--- config.mk ---
export PLATFORM = sky130hd
export DESIGN_NAME = lbs_monitor
export DESIGN_NICKNAME = d
export VERILOG_FILES = /design/src/rtl/lbs_pkg.sv /design/src/rtl/lbs_ready_watchdog.sv /design/src/rtl/lbs_irq_detect.sv /design/src/rtl/lbs_status_regs.sv /design/src/rtl/lbs_monitor.sv
export SDC_FILE = /design/constraint.sdc
export NUM_CORES = 1
export LEC_CHECK = 0
export CAP_MARGIN = 40
export CORE_ASPECT_RATIO = 1.25
export CORE_MARGIN = 3
export CORE_UTILIZATION = 38
export DETAILED_ROUTE_END_ITERATION = 6
export GPL_TIMING_DRIVEN = 0
export PLACE_DENSITY_LB_ADDON = 0.05
export SETUP_SLACK_MARGIN = 0.5
export SLEW_MARGIN = 20
export SYNTH_ARGS = -nofsm -noshare
export SYNTH_HDL_FRONTEND = slang
export SYNTH_HIERARCHICAL = 1
export SYNTH_SLANG_ARGS = --single-unit
--- constraint.sdc ---
create_clock -name clk -period 1.5 [get_ports clk]
set_input_delay 0.3 -clock clk [delete_from_list [all_inputs] [get_ports clk]]
set_output_delay 0.3 -clock clk [all_outputs]
set_load 0.05 [all_outputs]
--- src/rtl/lbs_pkg.sv ---
package lbs_pkg;
    localparam int REG_W       = 16;
    localparam int NUM_SYS     = 5;
    localparam int BIT_BUS_ERR = 14;
    localparam int BIT_LOC_IRQ = 15;
    localparam logic [REG_W-1:0] IMPL_BITS = 16'hC01F;

    typedef enum logic [0:0] {
        WD_IDLE  = 1'b0,
        WD_COUNT = 1'b1
    } wd_state_e;

    typedef enum logic [0:0] {
        IRQ_ARMED = 1'b0,
        IRQ_HELD  = 1'b1
    } irq_state_e;

    typedef enum logic [0:0] {
        SEL_STATUS = 1'b0,
        SEL_MASK   = 1'b1
    } reg_sel_e;
endpackage

--- src/rtl/lbs_ready_watchdog.sv ---
module lbs_ready_watchdog
    import lbs_pkg::*;
#(
    parameter int TIMEOUT_CLKS = 9
) (
    input  logic clk,
    input  logic rst_n,
    input  logic start_i,
    input  logic ready_i,
    output logic timeout_o
);
    localparam int CNT_W = $clog2(TIMEOUT_CLKS + 1);
    localparam logic [CNT_W-1:0] LIMIT = CNT_W'(TIMEOUT_CLKS);

    wd_state_e        st_q, st_d;
    logic [CNT_W-1:0] cnt_q, cnt_d;

    // state register
    always_ff @(posedge clk or negedge rst_n) begin
        if (!rst_n) begin
            st_q  <= WD_IDLE;
            cnt_q <= '0;
        end else begin
            st_q  <= st_d;
            cnt_q <= cnt_d;
        end
    end

    // next state
    always_comb begin
        st_d  = st_q;
        cnt_d = cnt_q;
        unique case (st_q)
            WD_IDLE: begin
                cnt_d = '0;
                if (start_i) begin
                    st_d  = WD_COUNT;
                    cnt_d = CNT_W'(1);
                end
            end
            WD_COUNT: begin
                if (start_i) begin
                    cnt_d = CNT_W'(1);
                end else if (ready_i) begin
                    st_d  = WD_IDLE;
                    cnt_d = '0;
                end else if (cnt_q == LIMIT) begin
                    st_d  = WD_IDLE;
                    cnt_d = '0;
                end else begin
                    cnt_d = cnt_q + CNT_W'(1);
                end
            end
            default: begin
                st_d  = WD_IDLE;
                cnt_d = '0;
            end
        endcase
    end

    // outputs
    always_comb begin
        timeout_o = 1'b0;
        unique case (st_q)
            WD_IDLE:  timeout_o = 1'b0;
            WD_COUNT: timeout_o = !start_i && !ready_i && (cnt_q == LIMIT);
            default:  timeout_o = 1'b0;
        endcase
    end

    AST_CNT_BOUNDED: assert property (@(posedge clk) disable iff (!rst_n)
        cnt_q <= LIMIT);

    AST_READY_STOPS: assert property (@(posedge clk) disable iff (!rst_n)
        (st_q == WD_COUNT && ready_i && !start_i) |=> (st_q == WD_IDLE));

    AST_START_ARMS: assert property (@(posedge clk) disable iff (!rst_n)
        start_i |=> (st_q == WD_COUNT && cnt_q == CNT_W'(1)));
endmodule

--- src/rtl/lbs_irq_detect.sv ---
module lbs_irq_detect
    import lbs_pkg::*;
(
    input  logic clk,
    input  logic rst_n,
    input  logic irq_i,
    output logic event_o
);
    irq_state_e st_q, st_d;

    always_ff @(posedge clk or negedge rst_n) begin
        if (!rst_n) st_q <= IRQ_ARMED;
        else        st_q <= st_d;
    end

    always_comb begin
        st_d = st_q;
        unique case (st_q)
            IRQ_ARMED: if (irq_i)  st_d = IRQ_HELD;
            IRQ_HELD:  if (!irq_i) st_d = IRQ_ARMED;
            default:   st_d = IRQ_ARMED;
        endcase
    end

    always_comb begin
        event_o = 1'b0;
        unique case (st_q)
            IRQ_ARMED: event_o = irq_i;
            IRQ_HELD:  event_o = 1'b0;
            default:   event_o = 1'b0;
        endcase
    end

    AST_ONE_EVENT_PER_ASSERT: assert property (@(posedge clk) disable iff (!rst_n)
        event_o |=> !event_o);
endmodule

--- src/rtl/lbs_status_regs.sv ---
module lbs_status_regs
    import lbs_pkg::*;
(
    input  logic             clk,
    input  logic             rst_n,
    input  logic             bridge_mode,
    input  logic [REG_W-1:0] set_i,
    input  logic             reg_wr,
    input  logic             reg_rd,
    input  logic             reg_addr,
    input  logic [REG_W-1:0] reg_wdata,
    output logic [REG_W-1:0] reg_rdata,
    output logic             host_irq_n
);
    localparam logic [REG_W-1:0] LB_BITS =
        (REG_W'(1) << BIT_BUS_ERR) | (REG_W'(1) << BIT_LOC_IRQ);

    logic [REG_W-1:0] stat_q, mask_q, rdata_q;
    logic             rd_stat, wr_mask;

    assign rd_stat = reg_rd && (reg_sel_e'(reg_addr) == SEL_STATUS);
    assign wr_mask = reg_wr && (reg_sel_e'(reg_addr) == SEL_MASK);

    for (genvar i = 0; i < REG_W; i++) begin : g_bit
        if (IMPL_BITS[i]) begin : g_impl
            logic set_ok;
            if (LB_BITS[i]) begin : g_lb
                assign set_ok = set_i[i] && bridge_mode;
            end else begin : g_sys
                assign set_ok = set_i[i];
            end
            always_ff @(posedge clk or negedge rst_n) begin
                if (!rst_n)                         stat_q[i] <= 1'b0;
                else if (LB_BITS[i] && !bridge_mode) stat_q[i] <= 1'b0;
                else if (set_ok)                    stat_q[i] <= 1'b1;
                else if (rd_stat)                   stat_q[i] <= 1'b0;
            end
            always_ff @(posedge clk or negedge rst_n) begin
                if (!rst_n)       mask_q[i] <= 1'b0;
                else if (wr_mask) mask_q[i] <= reg_wdata[i];
            end
            if (!LB_BITS[i]) begin : g_evt_chk
                AST_EVENT_WINS: assert property (@(posedge clk) disable iff (!rst_n)
                    set_i[i] |=> stat_q[i]);
            end
        end else begin : g_none
            assign stat_q[i] = 1'b0;
            assign mask_q[i] = 1'b0;
        end
    end

    always_ff @(posedge clk or negedge rst_n) begin
        if (!rst_n) begin
            rdata_q <= '0;
        end else if (reg_rd) begin
            unique case (reg_sel_e'(reg_addr))
                SEL_STATUS: rdata_q <= stat_q;
                SEL_MASK:   rdata_q <= mask_q;
                default:    rdata_q <= '0;
            endcase
        end
    end

    assign reg_rdata  = rdata_q;
    assign host_irq_n = ~|(stat_q & mask_q);

    AST_CFG_QUIET: assert property (@(posedge clk) disable iff (!rst_n)
        !bridge_mode |=> (stat_q[BIT_LOC_IRQ] == 1'b0 && stat_q[BIT_BUS_ERR] == 1'b0));

    AST_IRQ_HOLDS: assert property (@(posedge clk) disable iff (!rst_n)
        (!host_irq_n && !reg_rd && !reg_wr && bridge_mode) |=> !host_irq_n);

    AST_CLEAR_ON_READ: assert property (@(posedge clk) disable iff (!rst_n)
        (rd_stat && set_i == '0 && !reg_wr) |=> (stat_q == '0));
endmodule

--- src/rtl/lbs_monitor.sv ---
module lbs_monitor
    import lbs_pkg::*;
#(
    parameter int TIMEOUT_CLKS = 9
) (
    input  logic               clk,
    input  logic               rst_n,
    input  logic               bridge_mode,
    input  logic               acc_start,
    input  logic               lb_ready,
    input  logic               lb_irq,
    input  logic [NUM_SYS-1:0] sys_evt,
    input  logic               reg_wr,
    input  logic               reg_rd,
    input  logic               reg_addr,
    input  logic [REG_W-1:0]   reg_wdata,
    output logic [REG_W-1:0]   reg_rdata,
    output logic               host_irq_n
);
    logic             timeout_evt, irq_evt;
    logic [REG_W-1:0] set_vec;

    lbs_ready_watchdog #(.TIMEOUT_CLKS(TIMEOUT_CLKS)) u_wd (
        .clk       (clk),
        .rst_n     (rst_n),
        .start_i   (acc_start),
        .ready_i   (lb_ready),
        .timeout_o (timeout_evt)
    );

    lbs_irq_detect u_irq (
        .clk     (clk),
        .rst_n   (rst_n),
        .irq_i   (lb_irq),
        .event_o (irq_evt)
    );

    always_comb begin
        set_vec              = '0;
        set_vec[NUM_SYS-1:0] = sys_evt;
        set_vec[BIT_BUS_ERR] = timeout_evt;
        set_vec[BIT_LOC_IRQ] = irq_evt;
    end

    lbs_status_regs u_regs (
        .clk         (clk),
        .rst_n       (rst_n),
        .bridge_mode (bridge_mode),
        .set_i       (set_vec),
        .reg_wr      (reg_wr),
        .reg_rd      (reg_rd),
        .reg_addr    (reg_addr),
        .reg_wdata   (reg_wdata),
        .reg_rdata   (reg_rdata),
        .host_irq_n  (host_irq_n)
    );
endmodule

== Word-level counts from Yosys, hierarchy flattened ==
Cells that the tools add are included.

* Bits in registers: 36
* Output and inout port bits: 17
* Logic and storage cells: 65
* Input bits: 30

* Add/subtract/negate cells: 1
* Bitwise operators: 4
* Multiplexer cells: 24
* Reductions and logical operators: 15
* Eq/ne operators: 3

{| class="wikitable"
|+ Operators by type and width
! operator !! count
|-
| $pmux 16 s2 || 1
|-
| $and 16x16->16 || 1
|-
| $mux 1 || 16
|-
| $reduce_or 16->1 || 1
|-
| $mux 4 || 3
|-
| $reduce_bool 2->1 || 5
|-
| $pmux 4 s2 || 1
|-
| $logic_and 1x1->1 || 6
|-
| $ne 3x1->1 const B || 2
|-
| $pmux 1 s2 || 3
|-
| $add 4x1->4 const B || 1
|-
| $eq 4x4->1 const B || 1
|-
| $logic_not 1->1 || 3
|-
| $not 1->1 || 3
|}

== Longest topological paths before layout ==
Gate-level depths: netlist of run 1.

* Depth after elaboration: 7
* Depth in mapped cells: 6
* Gate-level depth less buffers: 6

== Hierarchy ==
Netlist of run 1, hierarchy kept.

{| class="wikitable"
|+ By module, submodules not included
! module !! instances !! seq. area each (µm²) !! cells an instance !! area each (µm²)
|-
| lbs_status_regs || 1 || 525.5 || 76 || 977.2
|-
| lbs_ready_watchdog || 1 || 125.1 || 21 || 241.5
|-
| lbs_irq_detect || 1 || 25.0 || 2 || 38.8
|-
| lbs_monitor || 1 || 0.0 || 1 || 3.8
|}

== Worst setup path before layout of run 1 ==
Ideal clock, no wire load.

* Kind: reg2out
* Start: register u_regs.mask_q[3]
* End: output host_irq_n
* Path slack: 44 ps
* Cell stages (with the launch flop): 3
* Path buffers: 0
* Arrival time: 1,156 ps
* Data required time: 1,200 ps
* Cell sequence: dfrtp_1 -> a222oi_1 -> and3_1

* Longest elaborated chain between the ends: 3

{| class="wikitable"
|+ RTL lines
! item !! line !! source
|-
| from (decl) || lbs_status_regs.sv:18 || <nowiki>logic [REG_W-1:0] stat_q, mask_q, rdata_q;</nowiki>
|-
| from (signal, indexed assignment) || lbs_status_regs.sv:40 || <nowiki>else if (wr_mask) mask_q[i] <= reg_wdata[i];</nowiki>
|-
| $and 16x16->16 || lbs_status_regs.sv:65 || <nowiki>assign host_irq_n = ~|(stat_q & mask_q);</nowiki>
|-
| $reduce_or 16->1 || lbs_status_regs.sv:65 ||
|-
| $logic_not 1->1 || lbs_status_regs.sv:65 ||
|-
| to (decl) || lbs_monitor.sv:18 || <nowiki>output logic host_irq_n</nowiki>
|}

Every way passes these cells.

== Final worst setup path of run 1 ==
* Start: register u_regs.stat_q[3]
* End: output host_irq_n

* Longest elaborated chain between the ends: 3

{| class="wikitable"
|+ RTL lines
! item !! line !! source
|-
| from (decl) || lbs_status_regs.sv:18 ||
|-
| from (signal, indexed assignment) || lbs_status_regs.sv:33 || <nowiki>if (!rst_n) stat_q[i] <= 1'b0;</nowiki>
|-
| from (signal, indexed assignment) || lbs_status_regs.sv:34 || <nowiki>else if (LB_BITS[i] && !bridge_mode) stat_q[i] <= 1'b0;</nowiki>
|-
| from (signal, indexed assignment) || lbs_status_regs.sv:35 || <nowiki>else if (set_ok) stat_q[i] <= 1'b1;</nowiki>
|-
| $and 16x16->16 || lbs_status_regs.sv:65 ||
|-
| $reduce_or 16->1 || lbs_status_regs.sv:65 ||
|-
| $logic_not 1->1 || lbs_status_regs.sv:65 ||
|}

Every way passes these cells.

==> flow_summary.toml, run 1 <==
[setup_path]
cp_max_fo = 2
startpoint_type = "flip-flop"
worstSetupPathType = "reg -> out"
cp-end-kind = "primary output"
arrival_ps = 1490
cp.required_ps = 1200

[timing]
finalClockSkew_ps = 2.29
tightest_slew_ps = 583
slew_viol_final = 0
finalCritPeriodShare = 1.20
fmax_ghz = 0.558
rsz0062_at_grt = "yes"
fin_tns_setup_ps = -293
setup_ws_ps = -293
slew_headroom = 0.612
hold_viol = 0
layout_min_cycle_time_ps = 1790
setup_violations = 1
hold-worst-slack_ps = 379

[layout]
area_delta_synth_final_pct = 43.7
fin_nets = 186
num-fill-cells = 269
final-instance-count-excl-fill = 189
drive_gt1_frac = 0.373
n_antenna_cell = 0

[floorplanning]
num_rows = 22
dieArea_um2 = 4040
dieHeight_um = 70.3
die_w_um = 57.5
initial_core_util = 0.412
core_area_um2 = 3060
io_pins = 47

[route]
dr.first_iter.drc_count = 20
vias_per_cell = 4.59
wl_um = 2320
wl_per_cell_um = 12.3
vias = 868
drc_errors = 0
first_pass_iters = 4
drtAntennaViolNets = 0

[synthesis]
avgSynthCellArea_um2 = 12.7
syn_area_um2 = 1260
ys_warn_count = 6
syn_inst = 99

[power_and_ir_drop]
p_seq_frac = 0.504
p_clk_frac = 0.175
peakVddDrop_mv = 0.517
swShare = 0.307
leakage_nw = 0.846
power_frac_comb = 0.321
switching_power_mw = 0.517
internal-power_mw = 1.17
powerDensity_nw_per_um2 = 932

[cts]
cts.sinks = 27
cts_buffers = 3
tritoncts = "yes"
h-tree-depth = 1
clock_latency_ps = 310
cts_buffer_depth = 2
clkSlewWorstSetupHoldPaths_ps = 130
cts_root_buf = "clkbuf_4"

[global_route]
antenna_found_initial = 0
grt_max_degree = 28
grt_pass1_wl_um = 3800
track_usage = 0.120
grt_pass1_vias = 874
overflow = 0

[placed_design]
io_buffers = 27
gp_congestion = 0.720
hpwl_um = 1690
place_inst = 170
dp_slack_ps = -599

[run]
cap_violations = 0

[min_path]
hp-class = "in -> reg"

[run_status]
violations = "negative setup slack"
status = "finished, violations left"
## what timing repair did
item                       in CTS  in global routing
cloned                          0                  0
gates resized for setup        63                  6
pin swaps                       4                  2
buffers inserted                8                  6
hold endpoints to repair       27                  0
setup endpoints to repair      34                 14
hold buffers                    1                  0
## sequential cells by signal (all words and copies together), names as in the netlist
register,count
u_regs/mask_q,7
u_irq/st_q,1
u_regs/reg_rdata,7
u_wd/st_q,1
u_regs/stat_q,7
u_wd/cnt_q,4
## per-layer routing
layer	vias to the layer above	share of wire	track usage
met5	-	0	0
met1	413	0.39	0.143
li1	430	-	-
met3	2	0.053	0.0203
met2	23	0.54	0.214
met4	0	0.0078	0.0412
## layout by cell type (no fill, tap or decap), drive strengths merged, types with 3 or more instances in the layout
| master | instances |
|---|---|
| a21oi | 9 |
| conb | 9 |
| a21o | 5 |
| nor2b | 3 |
| nor2 | 10 |
| clkbuf | 4 |
| buf | 34 |
| dfrtp | 27 |
| mux2i | 7 |
| mux2 | 7 |
| clkdlybuf4s50 | 16 |
## power by group through the flow
stage	clock network [mW]	registers, mW	logic [mW]
after CTS	0.316	0.849	0.507
final	0.295	0.849	0.541
after global placement	0	0.860	0.455
after global routing	0.351	0.858	0.578
after detailed placement	0	0.862	0.457
after floorplan	0	0.944	0.219
## worst max-delay path: stages, from the launching register on
cell and delay [ps]:
dfrtp_1 410, a222oi_1 390, and3_4 250, buf_8 140
## area by class of cell
class                   instances  area, um2  area share
inverters                       1       3.75     0.00208
clock buffers                   4       26.3      0.0145
plain buffers                  11       86.3      0.0478
well taps                      36       45.0      0.0249
multi-input cells              68        571       0.316
flip-flops and latches         27        676       0.374
repair buffers                 42        399       0.221
## through the flow
step	util	power, mW	cell area [um2]
3_5_place_dp	0.527	1.32	1610
4_1_cts	0.566	1.67	1730
6_report	0.591	1.68	1810
3_3_place_gp	0.528	1.31	1610
2_1_floorplan	-	1.16	1300
5_1_grt	0.591	1.79	1810
## path summary, 6_finish.rpt
kind | from | end | slack, ps | cells after the start
setup / recovery | u_regs/stat_q[3] | host_irq_n | -290 | 3
hold / removal | reg_addr | u_regs/reg_rdata[4] | 380 | 3
setup reg to reg | u_wd/cnt_q[0] | u_regs/stat_q[14] | 340 | 5
hold reg to reg | u_regs/stat_q[0] | u_regs/stat_q[0] | 520 | 1
max in group asynchronous | rst_n | u_wd/st_q | 600 | 2
min in group asynchronous | rst_n | u_regs/reg_rdata[4] | 520 | 2
Note: power is estimated with default switching activity, not from simulation.
==> run 2: changes to the inputs <==
--- a/config.mk
+++ b/config.mk
@@ -8,7 +8,8 @@
 export CAP_MARGIN = 40
 export CORE_ASPECT_RATIO = 1.25
 export CORE_MARGIN = 3
-export CORE_UTILIZATION = 38
+export CORE_UTILIZATION = 43
+export CTS_CLUSTER_SIZE = 24
 export DETAILED_ROUTE_END_ITERATION = 6
 export GPL_TIMING_DRIVEN = 0
 export PLACE_DENSITY_LB_ADDON = 0.05
==> constraint.sdc (replaced) <==
create_clock -name clk -period 2 [get_ports clk]
set_input_delay 0.4 -clock clk [delete_from_list [all_inputs] [get_ports clk]]
set_output_delay 0.4 -clock clk [all_outputs]
set_load 0.05 [all_outputs]
==> flow_summary.toml, run 2 (synthesis results as in run 1) <==
[setup_path]
cp.required_ps = 1600
cp_max_fo = 2
startpoint_type = "flip-flop"
worstPathCellList = "a222oi_1, and3_4, buf_8"
path_buf_inv = 1
cp_top_family = "flip-flops"
slowest_stage = "dfrtp_1"
worstSetupPathType = "reg -> out"
cp-end-kind = "primary output"
r2r_start = "u_wd/cnt_q[0]"
max_stage_delay_ps = 410
arrival_ps = 1490
startpoint = "u_regs/stat_q[3]"

[placed_design]
io_buffers = 27
place_inst = 168
placed_area_um2 = 1600
gp_congestion = 0.701
hpwl_um = 1630
dp_slack_ps = -186

[route]
first_pass_iters = 4
vias = 831
drtAntennaViolNets = 0
wl_per_cell_um = 12.3
dr.first_iter.drc_count = 13
wl_um = 2130
vias_per_cell = 4.78
drc_errors = 0

[timing]
fin_tns_setup_ps = 0
slew_viol_final = 0
rsz0062_at_grt = "yes"
fmax_ghz = 0.529
setup_ws_ps = 110
slew_headroom = 0.614
finalClockSkew_ps = 11.7
layout_min_cycle_time_ps = 1890
tightest_slew_ps = 578
hold_viol = 0
finalCritPeriodShare = 0.945
setup_violations = 0

[min_path]
hp-class = "in -> async"

[cts]
postCtsHoldBufs = 0
clkSlewWorstSetupHoldPaths_ps = 140
cts_root_buf = "clkbuf_4"
h-tree-depth = 1
cts_buffers = 3
clock_latency_ps = 320
cts_buffer_depth = 2
cts.sinks = 27
tritoncts = "yes"

[layout]
n_antenna_cell = 0
final_common_cell = "dfrtp_1"
final-instance-count-excl-fill = 174
fin_nets = 173
fin_area_um2 = 1620
area_delta_synth_final_pct = 28.8
drive_gt1_frac = 0.279
layout_common_cells = "27 x dfrtp_1, 18 x clkdlybuf4s50_1, 12 x buf_4"

[power_and_ir_drop]
powerDensity_nw_per_um2 = 735
switching_power_mw = 0.374
p_seq_frac = 0.533
leakage_nw = 0.764
internal-power_mw = 0.816
power_frac_comb = 0.279
swShare = 0.314
p_clk_frac = 0.188
peakVddDrop_mv = 0.524
p_total_mw = 1.19

[global_route]
grt_pass1_wl_um = 3450
overflow = 0
track_usage = 0.132
grt_max_degree = 28
grt_pass1_vias = 824
antenna_found_initial = 0

[floorplanning]
dieArea_um2 = 3610
die_w_um = 54.4
num_rows = 21
io_pins = 47
dieHeight_um = 66.5
initial_core_util = 0.460
core_area_um2 = 2730

[run_status]
status = "finished, final reports clean"

[run]
cap_violations = 0
run 2: worst register-to-register path, stage by stage (launching register included):
cell and delay, ps:
dfrtp_1 440, ha_1 210, nand3b_1 130, and2b_2 230, a21oi_1 120, nor2b_1 60
run 2: area by class of cell:
class	instances	area [um2]
Sequential cell	27	676
Multi-Input combinational cell	68	527
Tap cell	34	42.5
Timing Repair Buffer	29	256
Clock inverter	1	5.00
Buffer	11	86.3
Inverter	1	3.75
Clock buffer	3	22.5
Fill cell	256	1110
run 2: worst paths after layout:
check                                      end  slack (ps)  cells after the start
setup / recovery                    host_irq_n         110                      3
hold / removal                u_regs/mask_q[3]          50                      1
setup reg to reg             u_regs/stat_q[14]         740                      5
hold reg to reg               u_regs/stat_q[1]         520                      1
max in group asynchronous     u_regs/stat_q[4]        1560                      1
min in group clk           u_regs/reg_rdata[1]         470                      3
run 2: power by group through the flow:
| stage | Clock [mW] | Combinational, mW | Sequential (mW) |
|---|---|---|---|
| 3_3_place_gp | 0 | 0.338 | 0.645 |
| 5_1_grt | 0.260 | 0.356 | 0.642 |
| 3_5_place_dp | 0 | 0.339 | 0.646 |
| 6_report | 0.224 | 0.332 | 0.634 |
| 4_1_cts | 0.239 | 0.347 | 0.635 |
| 2_1_floorplan | 0 | 0.161 | 0.708 |
run 2: repair_timing:
item | 4_1_cts | 5_1_grt
setup endpoints to repair | 8 | 7
gates resized for setup | 30 | 12
buffers inserted | 2 | 0
pin swaps | 2 | 0
run 2: stage by stage:
stage / hold slack (ps) / utilization
floorplan: 104 / -
global placement: 487 / 0.586
detailed placement: 438 / 0.584
CTS: 65.1 / 0.606
global route: 68.6 / 0.592
finish: 54.0 / 0.592
run 2: per-layer routing:
metal	share of wire	up-vias	track usage	wire, um
met5	0	-	0	0
met1	0.42	396	0.158	893
met4	0.0066	0	0.0654	14
met2	0.51	23	0.223	1090
li1	-	410	-	-
met3	0.063	2	0.0201	134
==> run 3: changes to the inputs <==
--- a/config.mk
+++ b/config.mk
@@ -12,7 +12,7 @@
 export CTS_CLUSTER_SIZE = 24
 export DETAILED_ROUTE_END_ITERATION = 6
 export GPL_TIMING_DRIVEN = 0
-export PLACE_DENSITY_LB_ADDON = 0.05
+export PLACE_DENSITY = 0.88
 export SETUP_SLACK_MARGIN = 0.5
 export SLEW_MARGIN = 20
 export SYNTH_ARGS = -nofsm -noshare
==> flow_summary.toml, run 3 (synthesis results as in run 1) <==
[run_status]
status = "finished, final reports clean"

[layout]
n_antenna_cell = 0
fin_util = 0.594
layout_common_cells = "27 x dfrtp_1, 19 x clkdlybuf4s50_1, 11 x buf_4"
final_common_cell = "dfrtp_1"
fin_nets = 173
fin_area_um2 = 1620
num-fill-cells = 248
drive_gt1_frac = 0.264
area_delta_synth_final_pct = 29.2

[timing]
slew_headroom = 0.634
setup_violations = 0
setup_ws_ps = 95.3
hold_viol = 0
tightest_slew_ps = 548
slew_viol_final = 0
finalCritPeriodShare = 0.952
rsz0062_at_grt = "yes"
fmax_ghz = 0.525
layout_min_cycle_time_ps = 1900
finalClockSkew_ps = 8.79
hold-worst-slack_ps = 424

[route]
vias_per_cell = 4.67
dr_wl_met3_um = 134
wl_um = 2280
top_layer = "met3"
dr_wl_met2_um = 1230
wl_met1_um = 917
drc_errors = 0
vias = 812
drtAntennaViolNets = 0
dr.first_iter.drc_count = 11
wl_per_cell_um = 13.1
first_pass_iters = 4

[global_route]
overflow = 0
grt_pass1_vias = 783
track_usage = 0.138
antenna_found_initial = 0
grt_pass1_wl_um = 3620
grt_max_degree = 18

[cts]
cts_buffer_depth = 2
tritoncts = "yes"
cts.sinks = 27
clkSlewWorstSetupHoldPaths_ps = 130
cts_buffers = 3
clock_latency_ps = 310
h-tree-depth = 1
cts_root_buf = "clkbuf_4"

[placed_design]
dp_slack_ps = -208
gp_congestion = 0.731
hpwl_um = 1850
io_buffers = 27
placed_area_um2 = 1620

[floorplanning]
dieArea_um2 = 3610
io_pins = 47
core_area_um2 = 2730
num_rows = 21
dieHeight_um = 66.5
initial_core_util = 0.460
die_w_um = 54.4

[power_and_ir_drop]
peakVddDrop_mv = 0.498
p_total_mw = 1.19
powerDensity_nw_per_um2 = 732
leakage_nw = 0.763

[setup_path]
path_buf_inv = 1
max_stage_delay_ps = 420
worstPathCellList = "a222oi_1, and3_4, buf_8"
arrival_ps = 1500
slowest_stage = "dfrtp_1"
cp-end-kind = "primary output"
cp.required_ps = 1600
startpoint_type = "flip-flop"
cp_top_family = "flip-flops"
cp_max_fo = 3
worstSetupPathType = "reg -> out"

[min_path]
hp-class = "in -> async"

[run]
cap_violations = 0
[run 3: cell count changes in the layout (fill, tap and decap cells not counted)]
cell,before,now
clkdlybuf4s50_1,18,19
clkdlybuf4s15_2,1,0
buf_8,1,2
clkbuf_1,0,1
buf_4,12,11
clkinv_2,1,0
[run 3: layout make-up]
class	count	area (um2)	area share
well taps	34	42.5	0.0262
flip-flops and latches	27	676	0.416
clock buffers	4	26.3	0.0162
plain buffers	11	86.3	0.0532
repair buffers	29	263	0.162
multi-input cells	68	527	0.324
inverters	1	3.75	0.00231
[run 3: routing by layer]
layer  global-route usage  up-vias
met1                0.172      385
li1                     -      403
met4               0.0467        0
met3               0.0201        0
met2                0.237       24
met5                    0        -
[run 3: timing repair]
action	CTS	global route
setup endpoints to repair	8	8
resized for setup	30	14
cloned	0	0
hold buffers	0	0
setup buffers	1	0
pin swaps	2	2
[run 3: power breakdown]
part | switching (mW) | internal, mW
Clock | 0.142 | 0.0778
Sequential | 0.0367 | 0.599
Combinational | 0.193 | 0.141
Total | 0.371 | 0.818
[run 3: worst paths after layout]
| path | startpoint | endpoint | slack [ps] | cells past startpoint |
|---|---|---|---|---|
| max | u_regs/mask_q[3] | host_irq_n | 100 | 3 |
| min | rst_n | u_wd/cnt_q[2] | 420 | 1 |
| max reg2reg | u_wd/cnt_q[0] | u_regs/stat_q[14] | 740 | 5 |
| min reg2reg | u_regs/stat_q[0] | u_regs/stat_q[0] | 530 | 1 |
| max in group asynchronous | rst_n | u_regs/mask_q[15] | 1070 | 2 |
| min in group clk | reg_addr | u_regs/reg_rdata[3] | 480 | 3 |
[run 3: stage by stage]
step,setup TNS [ps],cells
floorplan,0,107
global placement,-164,168
detailed placement,-208,169
CTS,0,174
global route,-28.1,174
finish,0,174
